<file path="src/rtl/rdw_pkg.sv">
package rdw_pkg;

    localparam int ALIGN_BITS = 3;

    typedef enum logic [2:0] {
        QS_IDLE,
        QS_READY,
        QS_FREQ,
        QS_FWAIT,
        QS_PARK
    } q_state_e;

    typedef enum logic [1:0] {
        AS_IDLE,
        AS_REQ,
        AS_WAIT
    } arb_state_e;

endpackage

</file>
<file path="src/rtl/rdw_queue.sv">
module rdw_queue
    import rdw_pkg::*;
#(
    parameter int AW       = 32,
    parameter int LINK_OFS = 0
) (
    input  logic          clk,
    input  logic          rst_n,
    input  logic          soft_rst,
    input  logic          wr_en,
    input  logic [AW-1:0] wr_data,
    input  logic          en_hit,
    input  logic          cons,
    input  logic          fetch_gnt,
    input  logic          rsp_hit,
    input  logic [AW-1:0] rsp_link,
    output logic          fetch_req,
    output logic [AW-1:0] fetch_addr,
    output logic [AW-1:0] ptr,
    output logic          wr_ign,
    output logic          st_idle,
    output logic          st_active,
    output logic          st_stall,
    output logic          st_wait
);

    localparam logic [ALIGN_BITS-1:0] ZERO_LOW = '0;

    q_state_e state, state_nx;
    logic     link_nz;
    logic     ptr_nz;

    assign link_nz = |rsp_link[AW-1:ALIGN_BITS];
    assign ptr_nz  = |ptr[AW-1:ALIGN_BITS];

    // state register
    always_ff @(posedge clk or negedge rst_n) begin
        if (!rst_n) begin
            state <= QS_IDLE;
        end else if (soft_rst) begin
            state <= QS_IDLE;
        end else begin
            state <= state_nx;
        end
    end

    // transitions
    always_comb begin
        state_nx = state;
        unique case (state)
            QS_IDLE:  if (en_hit && ptr_nz) state_nx = QS_READY;
            QS_READY: if (cons)             state_nx = QS_FREQ;
            QS_FREQ:  if (fetch_gnt)        state_nx = QS_FWAIT;
            QS_FWAIT: if (rsp_hit)          state_nx = link_nz ? QS_READY : QS_PARK;
            QS_PARK:  if (en_hit)           state_nx = QS_FREQ;
            default:                        state_nx = QS_IDLE;
        endcase
    end

    // state outputs
    always_comb begin
        st_idle   = (state == QS_IDLE);
        st_stall  = (state == QS_PARK);
        st_wait   = (state == QS_FWAIT);
        fetch_req = (state == QS_FREQ);
        st_active = (state == QS_READY) || (state == QS_FREQ) || (state == QS_FWAIT);
    end

    assign fetch_addr = ptr + AW'(LINK_OFS);

    // pointer register and sticky flag
    always_ff @(posedge clk or negedge rst_n) begin
        if (!rst_n) begin
            ptr    <= '0;
            wr_ign <= 1'b0;
        end else if (soft_rst) begin
            ptr    <= '0;
            wr_ign <= 1'b0;
        end else begin
            if (wr_en && state == QS_IDLE) begin
                ptr <= {wr_data[AW-1:ALIGN_BITS], ZERO_LOW};
            end else if (state == QS_FWAIT && rsp_hit && link_nz) begin
                ptr <= {rsp_link[AW-1:ALIGN_BITS], ZERO_LOW};
            end
            if (wr_en && state != QS_IDLE) begin
                wr_ign <= 1'b1;
            end
        end
    end

    AST_PARK_HOLD: assert property (@(posedge clk) disable iff (!rst_n)
        (state == QS_PARK && !soft_rst) |=> $stable(ptr));

    AST_WR_IGNORED: assert property (@(posedge clk) disable iff (!rst_n)
        (wr_en && state != QS_IDLE && !rsp_hit && !soft_rst) |=> ($stable(ptr) && wr_ign));

    AST_ADVANCE: assert property (@(posedge clk) disable iff (!rst_n)
        (state == QS_FWAIT && rsp_hit && link_nz && !soft_rst)
        |=> (ptr[AW-1:ALIGN_BITS] == $past(rsp_link[AW-1:ALIGN_BITS]) && state == QS_READY));

    AST_REFETCH: assert property (@(posedge clk) disable iff (!rst_n)
        (state == QS_PARK && en_hit && !soft_rst) |=> (state == QS_FREQ && $stable(ptr)));

    AST_ZERO_STAYS_IDLE: assert property (@(posedge clk) disable iff (!rst_n)
        (state == QS_IDLE && !ptr_nz && !soft_rst) |=> (state == QS_IDLE));

endmodule

</file>
<file path="src/rtl/rdw_arb.sv">
module rdw_arb
    import rdw_pkg::*;
#(
    parameter int NQ = 4,
    parameter int AW = 32,
    localparam int QW = (NQ > 1) ? $clog2(NQ) : 1
) (
    input  logic                   clk,
    input  logic                   rst_n,
    input  logic                   soft_rst,
    input  logic [NQ-1:0]          req,
    input  logic [NQ-1:0][AW-1:0]  addr_vec,
    input  logic                   mrd_ready,
    input  logic                   mrsp_valid,
    output logic                   mrd_valid,
    output logic [AW-1:0]          mrd_addr,
    output logic [NQ-1:0]          gnt,
    output logic [NQ-1:0]          rsp_hit
);

    arb_state_e    state, state_nx;
    logic [QW-1:0] owner;
    logic [QW-1:0] pick_idx;
    logic          pick_any;
    logic [AW-1:0] addr_q;

    // lowest index wins
    always_comb begin
        pick_any = 1'b0;
        pick_idx = '0;
        for (int i = NQ - 1; i >= 0; i--) begin
            if (req[i]) begin
                pick_any = 1'b1;
                pick_idx = QW'(i);
            end
        end
    end

    always_ff @(posedge clk or negedge rst_n) begin
        if (!rst_n) begin
            state <= AS_IDLE;
        end else if (soft_rst) begin
            state <= AS_IDLE;
        end else begin
            state <= state_nx;
        end
    end

    always_comb begin
        state_nx = state;
        unique case (state)
            AS_IDLE: if (pick_any)   state_nx = AS_REQ;
            AS_REQ:  if (mrd_ready)  state_nx = AS_WAIT;
            AS_WAIT: if (mrsp_valid) state_nx = AS_IDLE;
            default:                 state_nx = AS_IDLE;
        endcase
    end

    always_ff @(posedge clk or negedge rst_n) begin
        if (!rst_n) begin
            owner  <= '0;
            addr_q <= '0;
        end else if (state == AS_IDLE && pick_any) begin
            owner  <= pick_idx;
            addr_q <= addr_vec[pick_idx];
        end
    end

    always_comb begin
        mrd_valid = (state == AS_REQ);
        mrd_addr  = addr_q;
        for (int i = 0; i < NQ; i++) begin
            gnt[i]     = (state == AS_REQ)  && mrd_ready  && (owner == QW'(i));
            rsp_hit[i] = (state == AS_WAIT) && mrsp_valid && (owner == QW'(i));
        end
    end

    AST_VALID_HOLD: assert property (@(posedge clk) disable iff (!rst_n)
        (mrd_valid && !mrd_ready && !soft_rst) |=> (mrd_valid && $stable(mrd_addr)));

    AST_NO_REQ_WHILE_PENDING: assert property (@(posedge clk) disable iff (!rst_n)
        (mrd_valid && mrd_ready && !soft_rst) |=> !mrd_valid);

endmodule

</file>
<file path="src/rtl/rdw_prio_map.sv">
module rdw_prio_map #(
    parameter int NQ = 4,
    localparam int QW = (NQ > 1) ? $clog2(NQ) : 1,
    localparam int LQ = (NQ > 1) ? $clog2(NQ) : 0
) (
    input  logic          vlan_tagged,
    input  logic [2:0]    vlan_pcp,
    input  logic [1:0]    nq_log2,
    output logic [QW-1:0] frm_queue
);

    localparam logic [1:0] LQ_L = 2'(LQ);

    logic [1:0] eff;
    logic [2:0] shifted;

    always_comb begin
        eff       = (nq_log2 > LQ_L) ? LQ_L : nq_log2;
        shifted   = vlan_pcp >> (2'd3 - eff);
        frm_queue = vlan_tagged ? shifted[QW-1:0] : '0;
    end

endmodule

</file>
<file path="src/rtl/rx_desc_walker.sv">
module rx_desc_walker
    import rdw_pkg::*;
#(
    parameter int NQ       = 4,
    parameter int AW       = 32,
    parameter int LINK_OFS = 0,
    localparam int QW = (NQ > 1) ? $clog2(NQ) : 1
) (
    input  logic          clk,
    input  logic          rst_n,
    input  logic          soft_rst,
    input  logic          cfg_we,
    input  logic [QW-1:0] cfg_sel,
    input  logic [AW-1:0] cfg_wdata,
    output logic [AW-1:0] cfg_rdata,
    output logic [NQ-1:0] wr_ignored,
    input  logic          en_vld,
    input  logic [NQ-1:0] en_sel,
    input  logic [NQ-1:0] cons,
    output logic [NQ-1:0] q_idle,
    output logic [NQ-1:0] q_active,
    output logic [NQ-1:0] q_stall,
    output logic          mrd_valid,
    input  logic          mrd_ready,
    output logic [AW-1:0] mrd_addr,
    input  logic          mrsp_valid,
    input  logic [AW-1:0] mrsp_data,
    input  logic          vlan_tagged,
    input  logic [2:0]    vlan_pcp,
    input  logic [1:0]    nq_log2,
    output logic [QW-1:0] frm_queue
);

    logic [NQ-1:0][AW-1:0] ptr_vec;
    logic [NQ-1:0][AW-1:0] faddr_vec;
    logic [NQ-1:0]         freq_vec;
    logic [NQ-1:0]         gnt_vec;
    logic [NQ-1:0]         rsp_vec;
    logic [NQ-1:0]         wait_vec;

    for (genvar q = 0; q < NQ; q++) begin : g_q
        rdw_queue #(
            .AW       (AW),
            .LINK_OFS (LINK_OFS)
        ) u_queue (
            .clk        (clk),
            .rst_n      (rst_n),
            .soft_rst   (soft_rst),
            .wr_en      (cfg_we && (cfg_sel == QW'(q))),
            .wr_data    (cfg_wdata),
            .en_hit     (en_vld && en_sel[q]),
            .cons       (cons[q]),
            .fetch_gnt  (gnt_vec[q]),
            .rsp_hit    (rsp_vec[q]),
            .rsp_link   (mrsp_data),
            .fetch_req  (freq_vec[q]),
            .fetch_addr (faddr_vec[q]),
            .ptr        (ptr_vec[q]),
            .wr_ign     (wr_ignored[q]),
            .st_idle    (q_idle[q]),
            .st_active  (q_active[q]),
            .st_stall   (q_stall[q]),
            .st_wait    (wait_vec[q])
        );
    end

    rdw_arb #(
        .NQ (NQ),
        .AW (AW)
    ) u_arb (
        .clk        (clk),
        .rst_n      (rst_n),
        .soft_rst   (soft_rst),
        .req        (freq_vec),
        .addr_vec   (faddr_vec),
        .mrd_ready  (mrd_ready),
        .mrsp_valid (mrsp_valid),
        .mrd_valid  (mrd_valid),
        .mrd_addr   (mrd_addr),
        .gnt        (gnt_vec),
        .rsp_hit    (rsp_vec)
    );

    rdw_prio_map #(
        .NQ (NQ)
    ) u_map (
        .vlan_tagged (vlan_tagged),
        .vlan_pcp    (vlan_pcp),
        .nq_log2     (nq_log2),
        .frm_queue   (frm_queue)
    );

    assign cfg_rdata = ptr_vec[cfg_sel];

    AST_SINGLE_FETCH: assert property (@(posedge clk) disable iff (!rst_n)
        $onehot0(wait_vec));

    AST_STATE_EXCLUSIVE: assert property (@(posedge clk) disable iff (!rst_n)
        $onehot0(q_idle & q_stall) && ((q_idle & q_active) == '0) && ((q_stall & q_active) == '0));

    AST_UNTAGGED_Q0: assert property (@(posedge clk) disable iff (!rst_n)
        !vlan_tagged |-> (frm_queue == '0));

    AST_SOFT_CLEARS: assert property (@(posedge clk) disable iff (!rst_n)
        soft_rst |=> (q_idle == '1 && !mrd_valid && wr_ignored == '0));

endmodule

</file>
<file path="config.mk">
export PLATFORM = sky130hd
export DESIGN_NAME = rx_desc_walker
export DESIGN_NICKNAME = d
export VERILOG_FILES = /design/src/rtl/rdw_pkg.sv /design/src/rtl/rdw_queue.sv /design/src/rtl/rdw_arb.sv /design/src/rtl/rdw_prio_map.sv /design/src/rtl/rx_desc_walker.sv
export SDC_FILE = /design/constraint.sdc
export NUM_CORES = 1
export LEC_CHECK = 0
export ABC_CLOCK_PERIOD_IN_PS = 2700
export BUFFER_PORTS_ARGS = -buffer_cell sky130_fd_sc_hd__buf_2
export CAP_MARGIN = 5
export CORE_ASPECT_RATIO = 1.5
export CORE_MARGIN = 3
export CORE_UTILIZATION = 45
export CTS_CLUSTER_SIZE = 30
export DETAILED_ROUTE_END_ITERATION = 16
export PLACE_DENSITY_LB_ADDON = 0.2
export RECOVER_POWER = 25
export SLEW_MARGIN = 25
export SYNTH_ARGS = -nofsm -noshare
export SYNTH_HDL_FRONTEND = slang
export SYNTH_SLANG_ARGS = --single-unit
</file>
<file path="constraint.sdc">
create_clock -name clk -period 2.7 [get_ports clk]
set_input_delay 0.135 -clock clk [delete_from_list [all_inputs] [get_ports clk]]
set_output_delay 0.135 -clock clk [all_outputs]
set_load 0.05 [all_outputs]
</file>
=== Word level (Yosys, flattened, before mapping) ===
Index checks and enable logic that the tools add are counted.

* Word-level logic and storage cells: 211
* Output and inout bits: 83
* Register bits: 180

* Shifts and indexed selects: 1
* Reduce and logical (&&, ||, !) cells: 76
* Add/sub/neg operators: 1
* Multiplexer cells: 68
* Equal/unequal tests: 47
* Magnitude comparators: 3

{| class="wikitable"
|+ Operators by type and width
! cell !! count
|-
| $mux W32 || 14
|-
| $reduce_or A29 Y1 || 5
|-
| $bmux W32 S2 || 2
|-
| $mux W3 || 25
|-
| $pmux W3 S5 || 4
|-
| $ne A3 B2 Y1 const B || 14
|-
| $logic_and A1 B1 Y1 || 39
|-
| $ne A3 B3 Y1 const B || 9
|-
| $eq A3 B2 Y1 const B || 8
|-
| $reduce_bool A3 Y1 || 8
|-
| $mux W2 || 10
|-
| $reduce_and A5 Y1 || 4
|-
| $eq A3 B1 Y1 const B || 4
|-
| $eq A3 B3 Y1 const B || 4
|-
| $logic_not A3 Y1 || 4
|-
| $mux W1 || 12
|-
| $eq A2 B2 Y1 const B || 5
|-
| $logic_or A1 B1 Y1 || 8
|-
| $reduce_bool A2 Y1 || 4
|-
| $eq A2 B1 Y1 const B || 3
|-
| $logic_not A2 Y1 || 3
|-
| $lt A2 B3 Y1 const B || 2
|-
| $pmux W2 S3 || 1
|-
| $reduce_and A3 Y1 || 1
|-
| other kinds (3) || 3
|}

=== Logic depth before layout (Yosys ltp) ===
Gate-level depths: netlist (run 1).

* Depth in word-level cells: 8
* Gate-level depth with buffers: 9
* Gate-level depth less buffers: 6

=== Modules after synthesis ===
Synthesis (run 1) repeated with hierarchy kept, for this count alone.

* Cells, all modules: 1375
* Area total of the unflattened synthesis: 12605.8 sq um

{| class="wikitable"
|+ Modules (own cells, without submodules)
! module !! cells an instance !! times used !! sequential area each (sq um) !! area each (sq um)
|-
| rdw_queue (g_q[0].u_queue ...) || 258 || 3 || 825.8 || 2262.2
|-
| rdw_arb || 294 || 1 || 900.9 || 2710.1
|-
| rdw_queue (g_q[3].u_queue) || 255 || 1 || 825.8 || 2209.6
|-
| rx_desc_walker || 48 || 1 || 0.0 || 874.6
|-
| rdw_prio_map || 4 || 1 || 0.0 || 25.0
|}

=== Least setup slack after synthesis (run 1) ===
OpenSTA, ideal clock, no wires.

* Kind: register to register
* Start: reg g_q[1].u_queue.state[2]
* End: reg g_q[1].u_queue.ptr[21]
* Data arrival time: 2076 ps
* Required time: 2575 ps
* Stages on the path, launching flop included: 8
* Slack: 499 ps
* Cells stage by stage: dfrtp_1 -> clkbuf_1 -> or3_1 -> or3_1 -> o311ai_4 -> buf_6 -> buf_6 -> mux2_4

* Cells in the longest elaborated chain, start to end: 4
* Elaborated cells on any way between the ends: 8

{| class="wikitable"
|+ Ends and longest elaborated chain
! item !! line !! source
|-
| start: declaration || rdw_queue.sv:29 || <nowiki>q_state_e state, state_nx;</nowiki>
|-
| start signal: assignment || rdw_queue.sv:43 || <nowiki>state <= state_nx;</nowiki>
|-
| $eq A3 B2 Y1 or $logic_not A3 Y1 (tied branches) || -- ||
|-
| $logic_and A1 B1 Y1 (on tied branches) || rdw_queue.sv:82, rdw_queue.sv:80 ||
|-
| $logic_and A1 B1 Y1 or $mux W32 (tied branches) || rdw_queue.sv:82, rdw_queue.sv:80 ||
|-
| $reduce_bool A3 Y1 (no line) or $mux W32 (tied branches) || -- ||
|-
| end signal: assignment || rdw_queue.sv:81 || <nowiki>ptr <= {wr_data[AW-1:ALIGN_BITS], ZERO_LOW};</nowiki>
|-
| end signal: assignment || rdw_queue.sv:83 || <nowiki>ptr <= {rsp_link[AW-1:ALIGN_BITS], ZERO_LOW};</nowiki>
|-
| end: declaration || rdw_queue.sv:19 || <nowiki>output logic [AW-1:0] ptr,</nowiki>
|}

Parallel ways exist; a longest one is shown, timed or not.
A chain may end at the register's enable or synchronous reset.

=== Worst setup path after layout (run 1) ===
* Start: reg g_q[1].u_queue.state[1]
* End: reg u_arb.addr_q[15] (netlist: u_arb.mrd_addr[15])

* Cells in the longest elaborated chain, start to end: 5
* Elaborated cells on any way between the ends: 8

{| class="wikitable"
|+ Ends and longest elaborated chain
! item !! line !! source
|-
| $eq A3 B2 Y1 (*) || rdw_queue.sv:65 || <nowiki>fetch_req = (state == QS_FREQ);</nowiki>
|-
| $mux W2 (2 in a row) || rdw_arb.sv:32 || <nowiki>if (req[i]) begin</nowiki>
|-
| $bmux W32 S2 || rdw_arb.sv:65 || <nowiki>addr_q <= addr_vec[pick_idx];</nowiki>
|-
| $mux W32 (implied by the code) || rdw_arb.sv:65 ||
|-
| end signal: assignment || rdw_arb.sv:65 ||
|-
| end: declaration || rdw_arb.sv:25 || <nowiki>logic [AW-1:0] addr_q;</nowiki>
|}

Every way passes the cells marked *; elsewhere a longest branch is shown, timed or not. The select of a mux whose other input is x is not followed.

==> results of run 1 <==
[cell type report]
cell class	instances	area [µm²]
fillers	2051	10400
flip-flops and latches	165	4130
diodes	2	5.00
multi-input cells	807	5720
clock inverters	15	219
inverters	6	22.5
repair buffers	197	1190
well taps	276	345
clock buffers	17	425
[sequential cells by signal, indices dropped and copies added (netlist names)]
register	cells
g_q.u_queue.state	12
g_q.u_queue.wr_ign	4
u_arb.owner	2
g_q.u_queue.ptr	116
u_arb.mrd_addr	29
u_arb.state	2
[per-layer routing]
metal  part of all wire  up-vias  global-route usage
met4              0.054        0               0.159
met2               0.50      548               0.505
met5                  0        -                   0
met3              0.077      117              0.0390
met1               0.37     4604               0.368
li1                   -     4124                   -
[synth_stat cells, drive strengths merged, types with 2 or more instances]
master  instances  area (µm²)
o311ai          2        52.6
nor3b           4        30.0
mux2          117        1470
nor4           28         181
nand3           5        25.0
o21ai          32         160
o31ai           2        15.0
or4             6        45.0
nor2b           8        50.1
nor3           12        60.1
a211oi          2        15.0
or3             5        31.3
nor4bb          2        20.0
dfrtp         165        4130
nand4           7        43.8
and2            8        50.1
inv             6        22.5
a222oi         29         290
nand4b          4        35.0
nand2b          5        31.3
buf            49         347
mux2i          29         290
a311oi          2        17.5
a31oi           4        25.0
a22oi           2        15.0
and4b           2        20.0
and3b           4        35.0
o211ai          2        25.0
o21a            2        15.0
nand2         251         942
and4            5        43.8
clkbuf         59         221
a21oi         131         656
mux4           29         653
and3            3        18.8
nor2           43         161
[tightest hold or removal path, stage by stage]
cell and delay [ns]:
buf_2 0.10, nand2_1 0.05, nand2_1 0.07, a21oi_1 0.06
[kinds of logic after synthesis]
kind of cell,after synthesis,share of synthesized area
flops,165,0.398
other cells,1,0.000362
buf+inv,114,0.0570
compound gates,221,0.133
mux,175,0.233
simple gates,405,0.178
[power by group]
group	switching, mW	leakage (nW)	total, mW	internal (mW)
combinational	3.04	3.15	4.56	1.52
sequential	0.527	2.15	3.46	2.93
clock	1.13	0.314	2.72	1.58
total	4.70	5.61	10.7	6.03
[layout by cell type (no fill, tap or decap), types with 7 or more instances in the layout]
| cell | instances |
|---|---|
| mux2_4 | 40 |
| nor3_1 | 11 |
| nand2_1 | 251 |
| clkbuf_16 | 17 |
| dfrtp_1 | 165 |
| nor2_1 | 41 |
| a21oi_1 | 131 |
| o21ai_0 | 32 |
| buf_4 | 31 |
| and2_1 | 8 |
| nor2b_1 | 8 |
| a222oi_1 | 29 |
| mux2i_1 | 29 |
| nor4_1 | 26 |
| mux2_1 | 22 |
| mux2_2 | 55 |
| mux4_2 | 29 |
| nand4_1 | 7 |
| buf_12 | 8 |
| buf_2 | 152 |
[final timing paths]
path | cells past startpoint | end | startpoint
setup / recovery | 5 | u_arb.mrd_addr[15] | g_q[1].u_queue.state[1]
min in group asynchronous | 2 | g_q[0].u_queue.ptr[25] | rst_n
hold reg to reg | 2 | g_q[0].u_queue.wr_ign | g_q[0].u_queue.wr_ign
setup reg to reg | 5 | u_arb.mrd_addr[15] | g_q[1].u_queue.state[1]
hold / removal | 4 | g_q[0].u_queue.state[2] | en_sel[0]
max in group asynchronous | 3 | g_q[3].u_queue.wr_ign | rst_n
==> flow_summary.ini, run 1 <==
[status]
status = complete, but fails checks
violations = capacitance limit, slew limit

[clock_network]
h-tree-depth = 4
cts_made_buffers = 17
cts_resized = 0
post_cts_buffers = 0
clk_pin_slew_ns = 0.07
clk_latency_ns = 0.43
ctsHoldBuffers = 2
cts_max_path_buffers = 2
cts.sinks = 165
cts_tree = yes
cts-root-buf = clkbuf_16

[drt]
wl_per_cell_um = 24.9
num_vias = 9393
drt-pass1-iter-count = 6
drc = 0
ant_nets = 0
drt_iter0_markers = 1080
drt-total-wl_um = 36900
routed_via_density = 6.33

[floorplan]
die_w_um = 130
core_mm2 = 0.0225
floorplan.initialDensity = 0.461
die_area_mm2 = 0.0249
io_pins = 170
die_h_um = 192
num_rows = 67

[timing]
fin_worst_skew_ns = 0.0123
setup_viol = 0
max_freq_mhz = 396
slew_headroom = -0.159
worst_pin_slew_ns = 1.74
rsz0062_at_grt = no
layout_min_cycle_time_ns = 2.52
final_hold_viol_count = 0
tns_ns = 0
holdWs_ns = 0.0164
drv_slew = 66
finalCritPeriodShare = 0.935
setup_ws_ns = 0.176

[placed_design]
numPortBuffers = 156
gp_congestion = 0.923
preCtsSetupSlack_ns = 0.339
placed_cells = 1449
hpwl_um = 24400
placed_cell_area_mm2 = 0.0114

[yosys]
yosys_warnings = 0
ys_seq_area_frac = 0.398
synthArstFlopShare = 1.00
synth.ff_latch_count = 165
synth_cell_types = 57
synthFlopType = dfrtp_1
synth_edf_count = 0
synth_cells = 1081
synth_area_per_cell_um2 = 9.59
netlist_area_mm2 = 0.0104

[power_and_ir_drop]
power_mw = 10.7
p_leak_nw = 5.61
ir_drop_v = 0.000441
p_per_area_mw_per_mm2 = 890

[final_layout]
finalInstanceArea_mm2 = 0.0121
fin_util = 0.537
drive_above_1_share = 0.299
final_net_count = 1281
area_delta_synth_final_pct = 16.4
stdcell_count = 1485

[global_routing]
grtUsageTotal = 0.299
grt_pass1_wl_um = 55800
overflow = 0
grt_start_max_net_pins = 136
grt_pass1_vias = 9340
antenna_found_initial = 2

[worst_setup_path]
cp.buffers_inverters = 0
setup.worst_path.class = flop to flop
crit_path_cell_trace = nor3b_1, nand2_1, nor2_4, a222oi_1, o21ai_0
cpLargestDelayFamily = simple AND/OR/NAND/NOR gates
endpoint_kind = flop
cp_slowest_cell = nor2_4
crit_fanout = 29
worstPathRequired_ns = 3.04
ff2ff_setup_slack_ns = 0.18
critPathMaxStageDelay_ns = 0.80
cp-start-kind = flop
crit_arrival_ns = 2.86

[run]
maxCapViolCount = 1

[worst_hold_path]
hp-class = input pin to flop
(Power assumes the default switching activity.)
==> run 2: changes to the inputs <==
Settings changed: CORE_UTILIZATION 45 to 50.
==> run 2 against run 1 <==
Effect of this change:
- the flow still finishes with violations (capacitance limit, slew limit)
- non-clock buffer count grew 12
- fmax grew 8.4%
- combinational power grew 5.9%
- sequential power shrank 2%
- total power shrank 2.3%
- setup slack gained 0.19 ns
- critical path depth grew 1
- worst hold slack gained 0.00064 ns
- register-to-register slack gained 0.19 ns
- via count grew 2.8%
- sequential share of layout area is essentially flat
- largest cell class unchanged
==> flow_summary.ini, run 2 (synthesized netlist as in run 1, its figures left out) <==
[floorplan]
die_h_um = 182
io_pins = 170
core_mm2 = 0.0201
die_area_mm2 = 0.0225
floorplan.initialDensity = 0.516
die_w_um = 124
num_rows = 63

[placed_design]
placed_cell_area_mm2 = 0.0115
gp_congestion = 0.867
hpwl_um = 24200
numPortBuffers = 156

[timing]
drv_slew = 55
final_hold_viol_count = 0
worst_pin_slew_ns = 1.51
slew_headroom = -0.00912
layout_min_cycle_time_ns = 2.33
rsz0062_at_grt = no
setup_viol = 0
max_freq_mhz = 429
finalCritPeriodShare = 0.863
tns_ns = 0
fin_worst_skew_ns = 0.00847

[final_layout]
area_delta_synth_final_pct = 16.5
finalInstanceArea_mm2 = 0.0121
layout_common_cells = nand2_1, dfrtp_1, buf_2, a21oi_1, mux2_2
final_net_count = 1293
largest_register = g_q.u_queue.ptr
layout_commonest_cell = nand2_1
largest_reg_flops = 116
drive_above_1_share = 0.304
fillerInstances = 1753

[clock_network]
h-tree-depth = 4
cts_made_buffers = 17
cts_tree = yes
clk_latency_ns = 0.43
cts_max_path_buffers = 2
clk_pin_slew_ns = 0.07
post_cts_buffers = 0
cts-root-buf = clkbuf_16
cts.sinks = 165

[global_routing]
grtUsageTotal = 0.329
grt_pass1_vias = 9363
grt_pass1_wl_um = 55700
antenna_found_initial = 2
grt_start_max_net_pins = 136
overflow = 0

[drt]
drt_iter0_markers = 1126
drc = 0
drt-total-wl_um = 36500
routed_via_density = 6.53
num_vias = 9653
wl_per_cell_um = 24.7
ant_nets = 0
drt-pass1-iter-count = 9

[worst_setup_path]
r2r_end = g_q[1].u_queue.ptr[9]
crit_arrival_ns = 2.64
crit_fanout = 29
ff2ff_setup_slack_ns = 0.37
worstPathRequired_ns = 3.01
r2r-start = g_q[1].u_queue.state[2]
reg2regPathDepth = 6
cp-start-kind = flop
setup.worst_path.class = flop to flop
endpoint_kind = flop

[status]
violations = capacitance limit, slew limit
status = complete, but fails checks

[power_and_ir_drop]
p_int_mw = 5.76
power_mw = 10.5
sequentialPowerShare = 0.324
pwr-share-clk = 0.215
ir_drop_v = 0.000485
switchingPower_mw = 4.72
p_leak_nw = 5.62
power_frac_comb = 0.460
p_per_area_mw_per_mm2 = 868
sw_frac_of_total = 0.450

[worst_hold_path]
hp-class = input pin to flop
hold_depth = 4
min-delay-start = en_sel[0]
holdPathEnd = g_q[0].u_queue.state[2]

[run]
maxCapViolCount = 1
-- run 2: final cells by class --
type / count / area, µm² / area share
Antenna cell: 1 / 2.50 / 0.000207
Clock buffer: 17 / 425 / 0.0352
Clock inverter: 14 / 106 / 0.00881
Inverter: 6 / 22.5 / 0.00187
Multi-Input combinational cell: 807 / 5720 / 0.474
Sequential cell: 165 / 4130 / 0.342
Tap cell: 260 / 325 / 0.0269
Timing Repair Buffer: 209 / 1340 / 0.111
-- run 2: critical path: stages, from the launching register on --
cell and delay, ns:
dfrtp_1 0.38, buf_4 0.16, or3_1 0.43, or3_1 0.44, o311ai_4 0.13, buf_12 0.30
mux2_1 0.36
-- run 2: what timing repair did --
action                                 CTS  global route
endpoints found under the hold margin   53             0
hold buffers                             2             0
gates resized for setup                  0             0
-- run 2: stage by stage --
| step | util | worst slack (ns) | std cells | hold WS (ns) |
|---|---|---|---|---|
| final | 0.601 | 0.371 | 1479 | 0.0171 |
| after global placement | 0.573 | 0.273 | 1444 | 0.141 |
| after CTS | 0.600 | 0.212 | 1477 | 0.00758 |
| after floorplan | - | 0.499 | 1086 | -0.161 |
| after detailed placement | 0.573 | 0.217 | 1444 | 0.145 |
| after global routing | 0.601 | 0.299 | 1479 | 0.0428 |
-- run 2: layer usage --
layer / part of all wire / track usage / vias up / wire length, µm
li1: - / - / 4154 / -
met1: 0.35 / 0.405 / 4723 / 12900
met2: 0.49 / 0.536 / 620 / 17900
met3: 0.096 / 0.0571 / 154 / 3490
met4: 0.061 / 0.193 / 2 / 2220
met5: 0.00033 / 0 / - / 12
-- run 2: worst max path at each step --
stage | from | endpoint | slack [ns] | depth (start not counted)
final | g_q[1].u_queue.state[2] | g_q[1].u_queue.ptr[9] | 0.37 | 6
after global routing | g_q[1].u_queue.state[0] | u_arb.mrd_addr[31] | 0.30 | 7
after CTS | g_q[1].u_queue.state[2] | u_arb.mrd_addr[31] | 0.21 | 6
after detailed placement | g_q[1].u_queue.state[2] | u_arb.mrd_addr[15] | 0.22 | 6
after global placement | g_q[1].u_queue.state[2] | u_arb.mrd_addr[3] | 0.27 | 6
after floorplan | g_q[1].u_queue.state[2] | g_q[1].u_queue.ptr[21] | 0.50 | 7
-- run 2: power groups by stage --
| stage | clock network (mW) | registers [mW] | logic (mW) |
|---|---|---|---|
| global route | 2.38 | 3.45 | 5.10 |
| detailed placement | 0 | 3.43 | 4.72 |
| CTS | 2.28 | 3.38 | 4.73 |
| finish | 2.26 | 3.40 | 4.83 |
| global placement | 0 | 3.41 | 4.66 |
| floorplan | 0 | 3.75 | 2.82 |
